$ cat src/rtl/isw_pkg.sv
package isw_pkg;

  typedef enum logic [1:0] {
    OP_START = 2'd0,
    OP_WRITE = 2'd1,
    OP_READ  = 2'd2,
    OP_STOP  = 2'd3
  } bus_op_e;

  localparam logic [7:0] RG_STAT = 8'hA2;
  localparam logic [7:0] RG_LOCK = 8'hA4;
  localparam logic [7:0] RG_PAGE = 8'hA6;
  localparam logic [7:0] RG_DATA = 8'hA7;
  localparam logic [7:0] RG_CMD  = 8'hA8;
  localparam logic [7:0] CMD_WR  = 8'h03;

endpackage

$ cat src/rtl/isw_xact.sv
// One register transaction (write of n bytes or single-byte read) on the
// byte-level command channel, one command outstanding at a time.
module isw_xact
  import isw_pkg::*;
#(
  parameter int MAXB = 4,
  localparam int BW = $clog2(MAXB + 1),
  localparam int PW = $clog2(MAXB + 4)
) (
  input  logic          clk,
  input  logic          rst_n,
  input  logic          go,
  input  logic          rd,
  input  logic [6:0]    dev,
  input  logic [7:0]    regad,
  input  logic [BW-1:0] nbytes,
  output logic [BW-1:0] byte_idx,
  input  logic [7:0]    byte_in,
  output logic          cmd_valid,
  input  logic          cmd_ready,
  output logic [1:0]    cmd_op,
  output logic [7:0]    cmd_data,
  input  logic          rsp_valid,
  input  logic          rsp_ack,
  input  logic [7:0]    rsp_data,
  output logic          done,
  output logic          nack,
  output logic [7:0]    rd_byte
);

  typedef enum logic [1:0] {XS_IDLE, XS_ISSUE, XS_WAIT} xst_e;

  xst_e          st;
  logic          rd_q, stop_q;
  logic [6:0]    dev_q;
  logic [7:0]    reg_q;
  logic [BW-1:0] nb_q;
  logic [PW-1:0] pos;
  bus_op_e       op;
  logic [7:0]    data;
  logic [PW-1:0] wr_end;

  assign wr_end   = PW'(nb_q) + PW'(2);
  assign byte_idx = BW'(pos - PW'(2));

  always_comb begin
    op   = OP_STOP;
    data = 8'h00;
    if (stop_q) begin
      op = OP_STOP;
    end else if (rd_q) begin
      case (pos)
        PW'(0): begin op = OP_START; data = {dev_q, 1'b0}; end
        PW'(1): begin op = OP_WRITE; data = reg_q; end
        PW'(2): begin op = OP_START; data = {dev_q, 1'b1}; end
        PW'(3): op = OP_READ;
        default: op = OP_STOP;
      endcase
    end else if (pos == PW'(0)) begin
      op = OP_START; data = {dev_q, 1'b0};
    end else if (pos == PW'(1)) begin
      op = OP_WRITE; data = reg_q;
    end else if (pos < wr_end) begin
      op = OP_WRITE; data = byte_in;
    end
  end

  assign cmd_valid = (st == XS_ISSUE);
  assign cmd_op    = op;
  assign cmd_data  = data;

  always_ff @(posedge clk) begin
    if (!rst_n) begin
      st      <= XS_IDLE;
      rd_q    <= 1'b0;
      stop_q  <= 1'b0;
      dev_q   <= '0;
      reg_q   <= '0;
      nb_q    <= '0;
      pos     <= '0;
      done    <= 1'b0;
      nack    <= 1'b0;
      rd_byte <= '0;
    end else begin
      done <= 1'b0;
      case (st)
        XS_IDLE: if (go) begin
          rd_q   <= rd;
          dev_q  <= dev;
          reg_q  <= regad;
          nb_q   <= nbytes;
          pos    <= '0;
          stop_q <= 1'b0;
          nack   <= 1'b0;
          st     <= XS_ISSUE;
        end
        XS_ISSUE: if (cmd_ready) st <= XS_WAIT;
        XS_WAIT: if (rsp_valid) begin
          if (op == OP_STOP) begin
            st   <= XS_IDLE;
            done <= 1'b1;
          end else begin
            st <= XS_ISSUE;
            if (op == OP_READ) rd_byte <= rsp_data;
            if (op != OP_READ && !rsp_ack) begin
              stop_q <= 1'b1;
              nack   <= 1'b1;
            end else begin
              pos <= pos + PW'(1);
            end
          end
        end
        default: st <= XS_IDLE;
      endcase
    end
  end

endmodule

$ cat src/rtl/isw_seq.sv
// Phase sequencer: ready poll, page, burst, command, completion poll,
// verify, with candidate and outer-attempt retry.
module isw_seq
  import isw_pkg::*;
#(
  parameter int NB = 4,
  parameter int NCAND = 3,
  parameter logic [NCAND-1:0][6:0] CAND = {7'h7F, 7'h3F, 7'h10},
  parameter int ATTEMPTS = 3,
  parameter int POLL_MAX = 8,
  localparam int IW  = (NCAND > 1) ? $clog2(NCAND) : 1,
  localparam int BW  = $clog2(NB + 1),
  localparam int BIW = (NB > 1) ? $clog2(NB) : 1,
  localparam int AW  = $clog2(ATTEMPTS + 1),
  localparam int PLW = $clog2(POLL_MAX + 1)
) (
  input  logic          clk,
  input  logic          rst_n,
  input  logic          start,
  input  logic [NB*8-1:0] cfg,
  output logic          x_go,
  output logic          x_rd,
  output logic [6:0]    x_dev,
  output logic [7:0]    x_reg,
  output logic [BW-1:0] x_nbytes,
  input  logic [BW-1:0] x_idx,
  output logic [7:0]    x_byte,
  input  logic          x_done,
  input  logic          x_nack,
  input  logic [7:0]    x_rdata,
  output logic          busy,
  output logic          done,
  output logic          ok,
  output logic [IW-1:0] win_idx
);

  typedef enum logic [3:0] {
    PH_IDLE, PH_RA2, PH_RA8, PH_RA4, PH_PAGE, PH_BURST, PH_CMD,
    PH_CA8, PH_CA2, PH_VPAGE, PH_VRD
  } ph_e;

  ph_e            ph, nxt;
  logic           launched, a8_busy;
  logic [7:0]     cfg_q [NB];
  logic [IW-1:0]  cand;
  logic [AW-1:0]  att;
  logic [PLW-1:0] poll;
  logic           fail, pass, poll_inc, poll_clr, poll_last;

  assign busy      = (ph != PH_IDLE);
  assign x_go      = busy && !launched;
  assign x_dev     = CAND[cand];
  assign poll_last = (poll == PLW'(POLL_MAX - 1));

  always_comb begin
    x_rd     = 1'b1;
    x_reg    = RG_STAT;
    x_nbytes = BW'(0);
    x_byte   = 8'h00;
    case (ph)
      PH_RA2, PH_CA2: x_reg = RG_STAT;
      PH_RA8, PH_CA8: x_reg = RG_CMD;
      PH_RA4:         x_reg = RG_LOCK;
      PH_VRD:         x_reg = RG_DATA;
      PH_PAGE, PH_VPAGE: begin
        x_rd = 1'b0; x_reg = RG_PAGE; x_nbytes = BW'(1); x_byte = 8'h00;
      end
      PH_BURST: begin
        x_rd = 1'b0; x_reg = RG_DATA; x_nbytes = BW'(NB);
        x_byte = cfg_q[BIW'(x_idx)];
      end
      PH_CMD: begin
        x_rd = 1'b0; x_reg = RG_CMD; x_nbytes = BW'(1); x_byte = CMD_WR;
      end
      default: ;
    endcase
  end

  always_comb begin
    nxt = ph; fail = 1'b0; pass = 1'b0; poll_inc = 1'b0; poll_clr = 1'b0;
    if (x_done) begin
      if (x_nack) fail = 1'b1;
      else begin
        case (ph)
          PH_RA2:   nxt = PH_RA8;
          PH_RA8:   nxt = PH_RA4;
          PH_RA4:
            if (!a8_busy) nxt = PH_PAGE;
            else if (poll_last) fail = 1'b1;
            else begin nxt = PH_RA2; poll_inc = 1'b1; end
          PH_PAGE:  nxt = PH_BURST;
          PH_BURST: nxt = PH_CMD;
          PH_CMD:   begin nxt = PH_CA8; poll_clr = 1'b1; end
          PH_CA8:   nxt = PH_CA2;
          PH_CA2:
            if (!a8_busy) nxt = PH_VPAGE;
            else if (poll_last) fail = 1'b1;
            else begin nxt = PH_CA8; poll_inc = 1'b1; end
          PH_VPAGE: nxt = PH_VRD;
          PH_VRD:
            if (x_rdata == cfg_q[0]) pass = 1'b1;
            else fail = 1'b1;
          default: ;
        endcase
      end
    end
  end

  always_ff @(posedge clk) begin
    if (!rst_n) begin
      ph       <= PH_IDLE;
      launched <= 1'b0;
      a8_busy  <= 1'b0;
      cand     <= '0;
      att      <= '0;
      poll     <= '0;
      done     <= 1'b0;
      ok       <= 1'b0;
      win_idx  <= '0;
      for (int i = 0; i < NB; i++) cfg_q[i] <= '0;
    end else begin
      done <= 1'b0;
      if (x_done && (ph == PH_RA8 || ph == PH_CA8))
        a8_busy <= (x_rdata != 8'h00);
      if (ph == PH_IDLE) begin
        if (start) begin
          for (int i = 0; i < NB; i++) cfg_q[i] <= cfg[i*8 +: 8];
          cand     <= '0;
          att      <= '0;
          poll     <= '0;
          ok       <= 1'b0;
          launched <= 1'b0;
          ph       <= PH_RA2;
        end
      end else begin
        if (x_go) launched <= 1'b1;
        if (pass) begin
          ph      <= PH_IDLE;
          done    <= 1'b1;
          ok      <= 1'b1;
          win_idx <= cand;
        end else if (fail) begin
          poll     <= '0;
          launched <= 1'b0;
          if (cand == IW'(NCAND - 1)) begin
            cand <= '0;
            if (att == AW'(ATTEMPTS - 1)) begin
              ph   <= PH_IDLE;
              done <= 1'b1;
              ok   <= 1'b0;
            end else begin
              att <= att + AW'(1);
              ph  <= PH_RA2;
            end
          end else begin
            cand <= cand + IW'(1);
            ph   <= PH_RA2;
          end
        end else if (x_done) begin
          ph       <= nxt;
          launched <= 1'b0;
          if (poll_clr) poll <= '0;
          else if (poll_inc) poll <= poll + PLW'(1);
        end
      end
    end
  end

endmodule

$ cat src/rtl/indirect_wr_seq.sv
module indirect_wr_seq
  import isw_pkg::*;
#(
  parameter int NB = 4,
  parameter int NCAND = 3,
  parameter logic [NCAND-1:0][6:0] CAND = {7'h7F, 7'h3F, 7'h10},
  parameter int ATTEMPTS = 3,
  parameter int POLL_MAX = 8,
  localparam int IW = (NCAND > 1) ? $clog2(NCAND) : 1
) (
  input  logic            clk,
  input  logic            rst_n,
  input  logic            start,
  input  logic [NB*8-1:0] cfg_bytes,
  output logic            busy,
  output logic            done,
  output logic            ok,
  output logic [IW-1:0]   win_idx,
  output logic            cmd_valid,
  input  logic            cmd_ready,
  output logic [1:0]      cmd_op,
  output logic [7:0]      cmd_data,
  input  logic            rsp_valid,
  input  logic            rsp_ack,
  input  logic [7:0]      rsp_data
);

  localparam int BW = $clog2(NB + 1);

  logic          x_go, x_rd, x_done, x_nack;
  logic [6:0]    x_dev;
  logic [7:0]    x_reg, x_byte, x_rdata;
  logic [BW-1:0] x_nbytes, x_idx;

  isw_seq #(
    .NB(NB), .NCAND(NCAND), .CAND(CAND),
    .ATTEMPTS(ATTEMPTS), .POLL_MAX(POLL_MAX)
  ) u_seq (
    .clk(clk), .rst_n(rst_n), .start(start), .cfg(cfg_bytes),
    .x_go(x_go), .x_rd(x_rd), .x_dev(x_dev), .x_reg(x_reg),
    .x_nbytes(x_nbytes), .x_idx(x_idx), .x_byte(x_byte),
    .x_done(x_done), .x_nack(x_nack), .x_rdata(x_rdata),
    .busy(busy), .done(done), .ok(ok), .win_idx(win_idx)
  );

  isw_xact #(.MAXB(NB)) u_xact (
    .clk(clk), .rst_n(rst_n), .go(x_go), .rd(x_rd), .dev(x_dev),
    .regad(x_reg), .nbytes(x_nbytes), .byte_idx(x_idx), .byte_in(x_byte),
    .cmd_valid(cmd_valid), .cmd_ready(cmd_ready), .cmd_op(cmd_op),
    .cmd_data(cmd_data), .rsp_valid(rsp_valid), .rsp_ack(rsp_ack),
    .rsp_data(rsp_data), .done(x_done), .nack(x_nack), .rd_byte(x_rdata)
  );

endmodule

$ cat config.mk
export PLATFORM = sky130hd
export DESIGN_NAME = indirect_wr_seq
export DESIGN_NICKNAME = d
export VERILOG_FILES = /design/src/rtl/isw_pkg.sv /design/src/rtl/isw_xact.sv /design/src/rtl/isw_seq.sv /design/src/rtl/indirect_wr_seq.sv
export SDC_FILE = /design/constraint.sdc
export NUM_CORES = 1
export LEC_CHECK = 0
export CAP_MARGIN = 40
export CORE_ASPECT_RATIO = 0.9
export CORE_MARGIN = 1.5
export CORE_UTILIZATION = 55
export CTS_BUF_LIST = sky130_fd_sc_hd__clkbuf_4 sky130_fd_sc_hd__clkbuf_8 sky130_fd_sc_hd__clkbuf_16
export DETAILED_ROUTE_END_ITERATION = 8
export PLACE_DENSITY = 0.79
export SYNTH_ARGS = -nofsm -noshare
export SYNTH_HDL_FRONTEND = slang
export SYNTH_HIERARCHICAL = 1
export SYNTH_SLANG_ARGS = --single-unit
$ cat constraint.sdc
create_clock -name clk -period 3.35 [get_ports clk]
set_clock_uncertainty 0.2 [all_clocks]
set_input_delay 0.5025 -clock clk [delete_from_list [all_inputs] [get_ports clk]]
set_output_delay 0.5025 -clock clk [all_outputs]
set_load 0.005 [all_outputs]
**Word level (Yosys, flattened, before mapping)**

Memory sizes are Yosys's and may differ from the RTL's.
Index checks and enable logic that the tools add are counted.

- Bits in registers: 52
- Memory bits (writable): 32
- Input bits: 46
- Output and inout port bits: 16
- Memories kept: 1

Memory list:

| memory | words | bits a word | rd ports | clocked after memory_dff | write ports | RTL line | text |
|---|---|---|---|---|---|---|---|
| u_seq.cfg_q | 4 | 8 | 2 | 0 | 4 | isw_seq.sv:44 | `logic [7:0] cfg_q [NB];` |

- Add/sub/neg operators: 6
- Order comparisons: 2
- Eq/ne operators: 34
- Mux-type cells: 106
- Bitwise gates (word level): 7
- Reduce and logical (&&, ||, !) cells: 41

Operators by type and width:

| cell | number |
|---|---|
| 8-bit two-way mux | 9 |
| 4-bit two-way mux | 17 |
| 1-bit two-way mux | 46 |
| 2-bit two-way mux | 18 |
| 4-bit case mux with 9 select lines | 1 |
| 8-bit case mux with 3 select lines | 1 |
| 4-bit by 3-bit equality test with 1-bit output (second input constant) | 5 |
| 4-bit case mux with 4 select lines | 1 |
| 8-bit case mux with 2 select lines | 1 |
| 5-bit AND reduction | 3 |
| 7-bit binary-select mux with 2-bit select | 1 |
| 2-bit != test (second input constant) | 7 |
| 4-bit equality test (second input constant) | 3 |
| 3-bit two-way mux | 4 |
| 6-bit != test (second input constant) | 2 |
| 2-bit case mux with 3 select lines | 2 |
| 3-bit case mux with 2 select lines | 2 |
| 4-bit AND reduction | 3 |
| 12-bit nonzero test | 1 |
| 3-bit nonzero test | 4 |
| 4-bit nonzero test | 3 |
| 2-bit equality test (second input constant) | 5 |
| 2-bit OR reduction | 5 |
| 3-bit AND reduction | 3 |
| other kinds (31) | 49 |

**Logic depth before layout (Yosys ltp)**

Gate-level depths: netlist of run 1.

- Word-level depth: 13
- Depth in mapped cells: 9
- Gate-level depth less buffers: 8

**By module**

The synthesis of run 1 kept the hierarchy.

Modules (own cells, without submodules):

| module | instances | cells an instance | area each (sq um) | seq. area each (sq um) |
|---|---|---|---|---|
| isw_seq | 1 | 279 | 2857.7 | 1321.3 |
| isw_xact | 1 | 236 | 1930.6 | 680.7 |

**Worst setup path before layout of run 1**

No wires, ideal clock.

- Path type: reg2out
- From: register u_xact.pos[0]
- To: output cmd_data[6]
- Arrival time: 2.236 ns
- Path slack: 0.411 ns
- Cell stages (with the launch flop): 9
- Cells stage by stage: dfxtp_1 -> buf_4 -> clkbuf_1 -> mux4_2 -> and2_1 -> nand2_1 -> o21ai_0 -> a222oi_1 -> nor2_1

- Longest elaborated chain between the ends: 8

Ends and longest elaborated chain:

| item | RTL line | text |
|---|---|---|
| start, declared | isw_xact.sv:38 | `logic [PW-1:0] pos;` |
| start signal, assigned | isw_xact.sv:109 | `pos <= pos + PW'(1);` |
| 2-bit subtractor | isw_xact.sv:44 | `assign byte_idx = BW'(pos - PW'(2));` |
| net x_idx[0] | indirect_wr_seq.sv:33 | `logic [BW-1:0] x_nbytes, x_idx;` |
| memory read 4 x 8 bit | -- |  |
| 8-bit case mux with 2 select lines | isw_seq.sv:60 | `case (ph)` |
| net x_byte[6] | indirect_wr_seq.sv:32 | `logic [7:0] x_reg, x_byte, x_rdata;` |
| 8-bit two-way mux | isw_xact.sv:63 | `end else if (pos < wr_end) begin` |
| 8-bit two-way mux | isw_xact.sv:61 | `end else if (pos == PW'(1)) begin` |
| 8-bit two-way mux | isw_xact.sv:59 | `end else if (pos == PW'(0)) begin` |
| 8-bit two-way mux | isw_xact.sv:51 | `end else if (rd_q) begin` |
| 8-bit two-way mux | isw_xact.sv:49 | `if (stop_q) begin` |
| end, declared | indirect_wr_seq.sv:22 | `output logic [7:0] cmd_data,` |

The timed path passes the listed nets, and every way through them passes these cells.

**Final worst setup path of run 1**

- From: register u_xact.pos[1]
- To: output cmd_data[3]

Same word-level chain as after synthesis.

==> results.py, run 1 <==
metrics = {
    "critical_path": {
        "timing.rr.end": "u_xact/rd_byte[0]",
        "crit_required_ns": 2.65,
        "worstRegToRegCells": 7,
        "crit_arrival_ns": 2.57,
        "critPathKind": "reg -> out",
        "start_kind": "flip-flop",
        "crit_fanout": 8,
        "cp-end-kind": "primary output",
        "r2r_start": "u_xact/pos[1]",
        "reg2reg_setup_slack_ns": 0.75,
    },
    "pwr": {
        "vdd_drop_max_mv": 0.224,
        "clkPwrFrac_pct": 31.8,
        "p_comb_share_pct": 17.4,
        "p_int_w": 0.00168,
        "switching_share_pct": 28.1,
        "p_sw_w": 0.000657,
        "pwr-share-seq_pct": 50.8,
        "leakagePower_nw": 2.17,
        "p_per_area_nw_per_um2": 405,
        "finalPower_w": 0.00234,
    },
    "logic_synthesis": {
        "syn_area_per_cell_sq_um": 9.30,
        "yosys_warnings": 6,
        "synthCells": 514,
        "synth_area_sq_um": 4780,
    },
    "routing": {
        "post_drt_via_cell_ratio": 5.58,
        "wirelength_um": 10900,
        "drtAntennaViolNets": 0,
        "wire_per_inst_um": 15.6,
        "vias": 3898,
        "first_pass_iters": 5,
        "first_iter_violations": 194,
        "drc": 0,
    },
    "worst_hold_path": {
        "min_from": "u_xact/dev_q[2]",
        "hp-class": "reg -> reg",
        "hold_end": "u_xact/dev_q[2]",
        "holdPathStages": 2,
    },
    "clocking": {
        "clk_transition_reported_paths_ns": 0.09,
        "cts_hold_buf": 0,
        "cts_root_buf": "clkbuf_8",
        "insertion_delay_ns": 0.37,
        "cts_buffers": 9,
        "clock-sinks": 84,
        "cts_tree": "built",
        "h-tree-depth": 3,
        "clk_path_buf_depth": 2,
    },
    "sta": {
        "slew_headroom_pct": 47.9,
        "hold_slack_ns": 0.278,
        "worst_pin_slew_ns": 0.780,
        "period_minus_slack_ns": 3.27,
        "hold_viol": 0,
        "max_freq_mhz": 306,
        "rsz0062_at_grt": "true",
        "layout_worst_path_cycle_share_pct": 97.7,
        "setup_violations": 0,
        "slew_viol_final": 0,
    },
    "finish": {
        "final_util_pct": 67.9,
        "nets": 633,
        "drive_gt1_share_pct": 13.1,
        "fill_cells": 674,
        "register_area_sq_um": 2010,
        "multiInputGateArea_sq_um": 2560,
        "antennaDiodeCount": 0,
        "area_growth_pct": 20.6,
    },
    "grt": {
        "grt_pass1_vias": 3645,
        "grt_max_degree": 33,
        "grt_overflow": 0,
        "grt_first_pass_wirelength_um": 17800,
        "track_usage_pct": 24.8,
        "antenna_found_initial": 0,
    },
    "floorplanning": {
        "initial_core_util_pct": 56.3,
        "die_y_um": 91.4,
        "die_w_um": 101,
        "die-area_sq_um": 9260,
        "num_rows": 32,
        "core-area_sq_um": 8490,
        "ios": 62,
    },
    "placed_design": {
        "gp_congestion": 0.899,
        "dp_hpwl_um": 8040,
        "portBuffers": 61,
    },
    "flow_run": {
        "drv_cap": 0,
    },
    "run_status": {
        "outcome": "finished clean",
    },
}
==> sequential cells by signal, summed over array words and instances, names as in the netlist <==
signal / flops
u_seq/att: 2
u_xact/nb_q: 3
u_seq/win_idx: 2
u_seq/a8_busy: 1
u_seq/poll: 4
u_xact/dev_q: 7
u_seq/ok: 1
u_seq/ph: 4
u_seq/cfg_q: 32
u_xact/rd_byte: 8
u_xact/done: 1
u_xact/pos: 3
u_xact/st: 2
u_seq/cand: 2
u_xact/stop_q: 1
u_xact/rd_q: 1
u_seq/done: 1
u_xact/reg_q: 8
u_seq/launched: 1
==> layer usage <==
metal	GRT usage (%)	vias to the layer above	wire length (um)
li1	-	1902	-
met1	32.6	1836	4840
met2	39.8	140	5180
met3	6.16	20	649
met4	8.56	0	225
met5	0	-	0
==> through the flow <==
| step | TNS, ns | worst slack, ns | area, sq um | cells |
|---|---|---|---|---|
| finish | 0 | 0.0786 | 5760 | 698 |
| global route | -0.0322 | -0.0173 | 5760 | 698 |
| CTS | 0 | 0.0297 | 5680 | 691 |
| global placement | 0 | 0.205 | 5450 | 673 |
| floorplan | 0 | 0.411 | 4790 | 517 |
| detailed placement | 0 | 0.0901 | 5450 | 673 |
==> how the worst max path moves through the flow <==
| stage | endpoint | from | slack, ns |
|---|---|---|---|
| 2_1_floorplan | cmd_data[6] | u_xact/pos[0] | 0.41 |
| 3_3_place_gp | cmd_data[4] | u_xact/pos[0] | 0.20 |
| 3_5_place_dp | cmd_data[5] | u_xact/pos[0] | 0.09 |
| 4_1_cts | cmd_op[1] | u_xact/pos[0] | 0.03 |
| 5_1_grt | cmd_data[0] | u_xact/pos[1] | -0.02 |
| 6_report | cmd_data[3] | u_xact/pos[1] | 0.08 |
==> repair_timing <==
action	4_1_cts	5_1_grt
buffers inserted	2	7
endpoints found under the setup margin	10	9
resized for setup	5	10
pin swaps	0	2
==> power groups by stage <==
stage               clock, W  combinational (W)  sequential (W)
floorplan                  0           0.000276         0.00118
global placement           0           0.000388         0.00121
detailed placement         0           0.000402         0.00121
CTS                 0.000758           0.000403         0.00119
global route        0.000799           0.000446         0.00119
finish              0.000743           0.000406         0.00119
==> cell type report <==
type	count	area share, %
clock buffers	10	2.28
clock inverters	6	1.22
inverters	15	1.04
multi-input cells	381	44.3
flip-flops and latches	84	34.9
well taps	119	2.58
repair buffers	83	13.7
==> critical path, cell delays in order, from the launching register on <==
cell,delay [ns]
dfxtp_4,0.40
clkinvlp_4,0.21
buf_4,0.20
mux4_2,0.32
and2_1,0.21
a222oi_1,0.32
nor2_1,0.07
clkdlybuf4s50_1,0.47
==> cell usage in the layout (no fill, tap or decap), types with 5 or more instances in the layout <==
master,instances
buf_4,21
edfxtp_1,32
inv_1,13
mux2i_1,11
a21oi_1,24
a21boi_0,19
and2_1,40
conb_1,5
ha_1,13
o21ai_0,11
clkdlybuf4s50_1,58
nor2b_1,9
nand3_1,14
xor2_1,9
nand2b_1,9
a222oi_1,6
mux4_2,8
o32ai_1,5
dfxtp_1,49
nand2_1,91
clkbuf_8,9
nor2_1,34
Note: power is estimated with default switching activity, not from simulation.
==> run 2: changes to the inputs <==
CTS_CLUSTER_SIZE = 12   (was default)
==> results of run 2 <==
No change in the layout: final DEF, timing and power equal those of run 1.
==> run 3: changes to the inputs <==
PLACE_DENSITY = 0.76   (was 0.79)
==> run 3 against run 2 <==
  * Combinational power about the same
  * Clock-buffer cell count is 1 lower
  * Wire length fell by 3.1%
  * Highest routed layer unchanged
  * Global-route usage shrank 1.0 points
  * Critical path depth is 1 higher
  * Sequential share of layout area increased by 0.090 points
  * Worst hold slack worse by 0.0022 ns
  * Largest cell class unchanged
  * Non-clock buffer count shrank 3
  * Clock power is 2% higher
  * Die area stayed put
  * Via count shrank 2.1%
  * Maximum frequency shrank 0.23%
==> results.py, run 3 (synthesis results as in run 1) <==
metrics = {
    "grt": {
        "grt_max_degree": 33,
        "grt_overflow": 0,
        "antenna_found_initial": 0,
        "grt_first_pass_wirelength_um": 17300,
        "track_usage_pct": 23.8,
        "grt_pass1_vias": 3580,
    },
    "clocking": {
        "cts_buffers": 9,
        "clk_transition_reported_paths_ns": 0.10,
        "clock-sinks": 84,
        "insertion_delay_ns": 0.36,
        "cts_tree": "built",
        "clk_path_buf_depth": 2,
        "h-tree-depth": 3,
        "cts_root_buf": "clkbuf_8",
    },
    "pwr": {
        "p_sw_w": 0.000669,
        "p_comb_share_pct": 17.4,
        "leakagePower_nw": 2.19,
        "clkPwrFrac_pct": 32.2,
        "vdd_drop_max_mv": 0.231,
        "pwr-share-seq_pct": 50.4,
        "p_int_w": 0.00168,
        "p_per_area_nw_per_um2": 409,
        "switching_share_pct": 28.4,
    },
    "floorplanning": {
        "initial_core_util_pct": 56.3,
        "num_rows": 32,
        "die_w_um": 101,
        "ios": 62,
        "core-area_sq_um": 8490,
        "die_y_um": 91.4,
        "die-area_sq_um": 9260,
    },
    "finish": {
        "fill_cells": 685,
        "area_growth_pct": 20.4,
        "largest_reg_flops": 32,
        "final_common_cell": "nand2_1",
        "nets": 630,
        "drive_gt1_share_pct": 12.5,
        "top_register": "u_seq/cfg_q",
        "antennaDiodeCount": 0,
        "layout_common_cells": "91 x nand2_1, 57 x clkdlybuf4s50_1, 48 x dfxtp_1, 40 x and2_1, 34 x nor2_1",
        "largest_registers": "u_seq/cfg_q (32), u_xact/rd_byte (8), u_xact/reg_q (8)",
    },
    "critical_path": {
        "crit_fanout": 8,
        "cp_slowest_stage_delay_ns": 0.45,
        "critPathKind": "reg -> out",
        "crit_arrival_ns": 2.58,
        "start_kind": "flip-flop",
        "slowest_stage": "a221oi_4",
        "crit_chain": "buf_4 > ha_1 > ha_1 > nor2_1 > o21ai_1 > a221oi_4 > inv_2 > clkdlybuf4s50_1",
        "cp-end-kind": "primary output",
        "cpMostUsedCell": "ha_1",
        "crit_required_ns": 2.65,
    },
    "sta": {
        "setup_violations": 0,
        "period_minus_slack_ns": 3.28,
        "layout_worst_path_cycle_share_pct": 97.9,
        "hold_viol": 0,
        "fin_tns_setup_ns": 0,
        "max_freq_mhz": 305,
        "worst_slack_ns": 0.0710,
        "worst_pin_slew_ns": 0.772,
        "slew_headroom_pct": 48.5,
        "slew_viol_final": 0,
    },
    "routing": {
        "wirelength_um": 10600,
        "first_pass_iters": 4,
        "drc": 0,
        "first_iter_violations": 243,
        "post_drt_via_cell_ratio": 5.49,
        "wire_per_inst_um": 15.2,
        "drtAntennaViolNets": 0,
        "vias": 3815,
    },
    "placed_design": {
        "dp_slack_ns": 0.133,
        "gp_congestion": 0.859,
        "portBuffers": 61,
        "dp_hpwl_um": 7770,
    },
    "flow_run": {
        "drv_cap": 0,
    },
    "run_status": {
        "outcome": "finished clean",
    },
    "worst_hold_path": {
        "hp-class": "reg -> reg",
    },
}
==> run 3: power by group through the flow <==
| stage | combinational [W] | clock (W) | sequential [W] |
|---|---|---|---|
| after floorplan | 0.000276 | 0 | 0.00118 |
| after global placement | 0.000388 | 0 | 0.00121 |
| after detailed placement | 0.000397 | 0 | 0.00121 |
| after CTS | 0.000399 | 0.000778 | 0.00119 |
| after global routing | 0.000447 | 0.000818 | 0.00120 |
| final | 0.000409 | 0.000757 | 0.00119 |
==> run 3: repair_timing <==
action,4_1_cts,5_1_grt
hold buffers,0,0
cloned,0,0
pin swaps,0,6
endpoints found under the setup margin,10,8
gates resized for setup,6,9
setup buffers,1,6
==> run 3: final timing paths <==
check | depth (start not counted) | slack (ns) | from | to
worst max-delay path | 8 | 0.07 | u_xact/pos[0] | cmd_op[1]
worst max register to register | 10 | 0.69 | u_xact/pos[0] | u_xact/pos[2]
worst min register to register | 2 | 0.28 | u_xact/reg_q[3] | u_xact/reg_q[3]
worst min-delay path | 2 | 0.28 | u_xact/reg_q[3] | u_xact/reg_q[3]
==> run 3: critical path: cells and delay by family (launching register included) <==
kind,cells,cell delay (ns)
fa+ha+maj,2,0.44
compound gates,2,0.57
flops,1,0.40
buf+inv,3,0.72
simple gates,1,0.10
==> run 3: stage by stage <==
step | area (sq um) | std cells | hold WS, ns | util (%) | power (W)
2_1_floorplan | 4790 | 517 | 0.239 | - | 0.00146
3_3_place_gp | 5440 | 672 | 0.257 | 64.1 | 0.00160
3_5_place_dp | 5440 | 672 | 0.262 | 64.1 | 0.00161
4_1_cts | 5680 | 689 | 0.275 | 67.0 | 0.00236
5_1_grt | 5750 | 695 | 0.293 | 67.8 | 0.00246
6_report | 5750 | 695 | 0.276 | 67.8 | 0.00235
==> run 3: layer usage <==
metal  up-vias  part of all wire, %  global-route usage [%]
met5         -                    0                       0
met4         0                 0.59                    5.21
met3         9                  6.3                    5.70
met2       114                   47                    38.3
met1      1790                   46                    32.6
li1       1902                    -                       -
==> run 3: final cells by class <==
class	instances	area, sq um	share of cell area (%)
Tap cell	119	149	2.59
Multi-Input combinational cell	381	2550	44.3
Inverter	15	60.1	1.04
Sequential cell	84	2010	35.0
Clock inverter	7	81.3	1.41
Timing Repair Buffer	80	776	13.5
Clock buffer	9	124	2.15
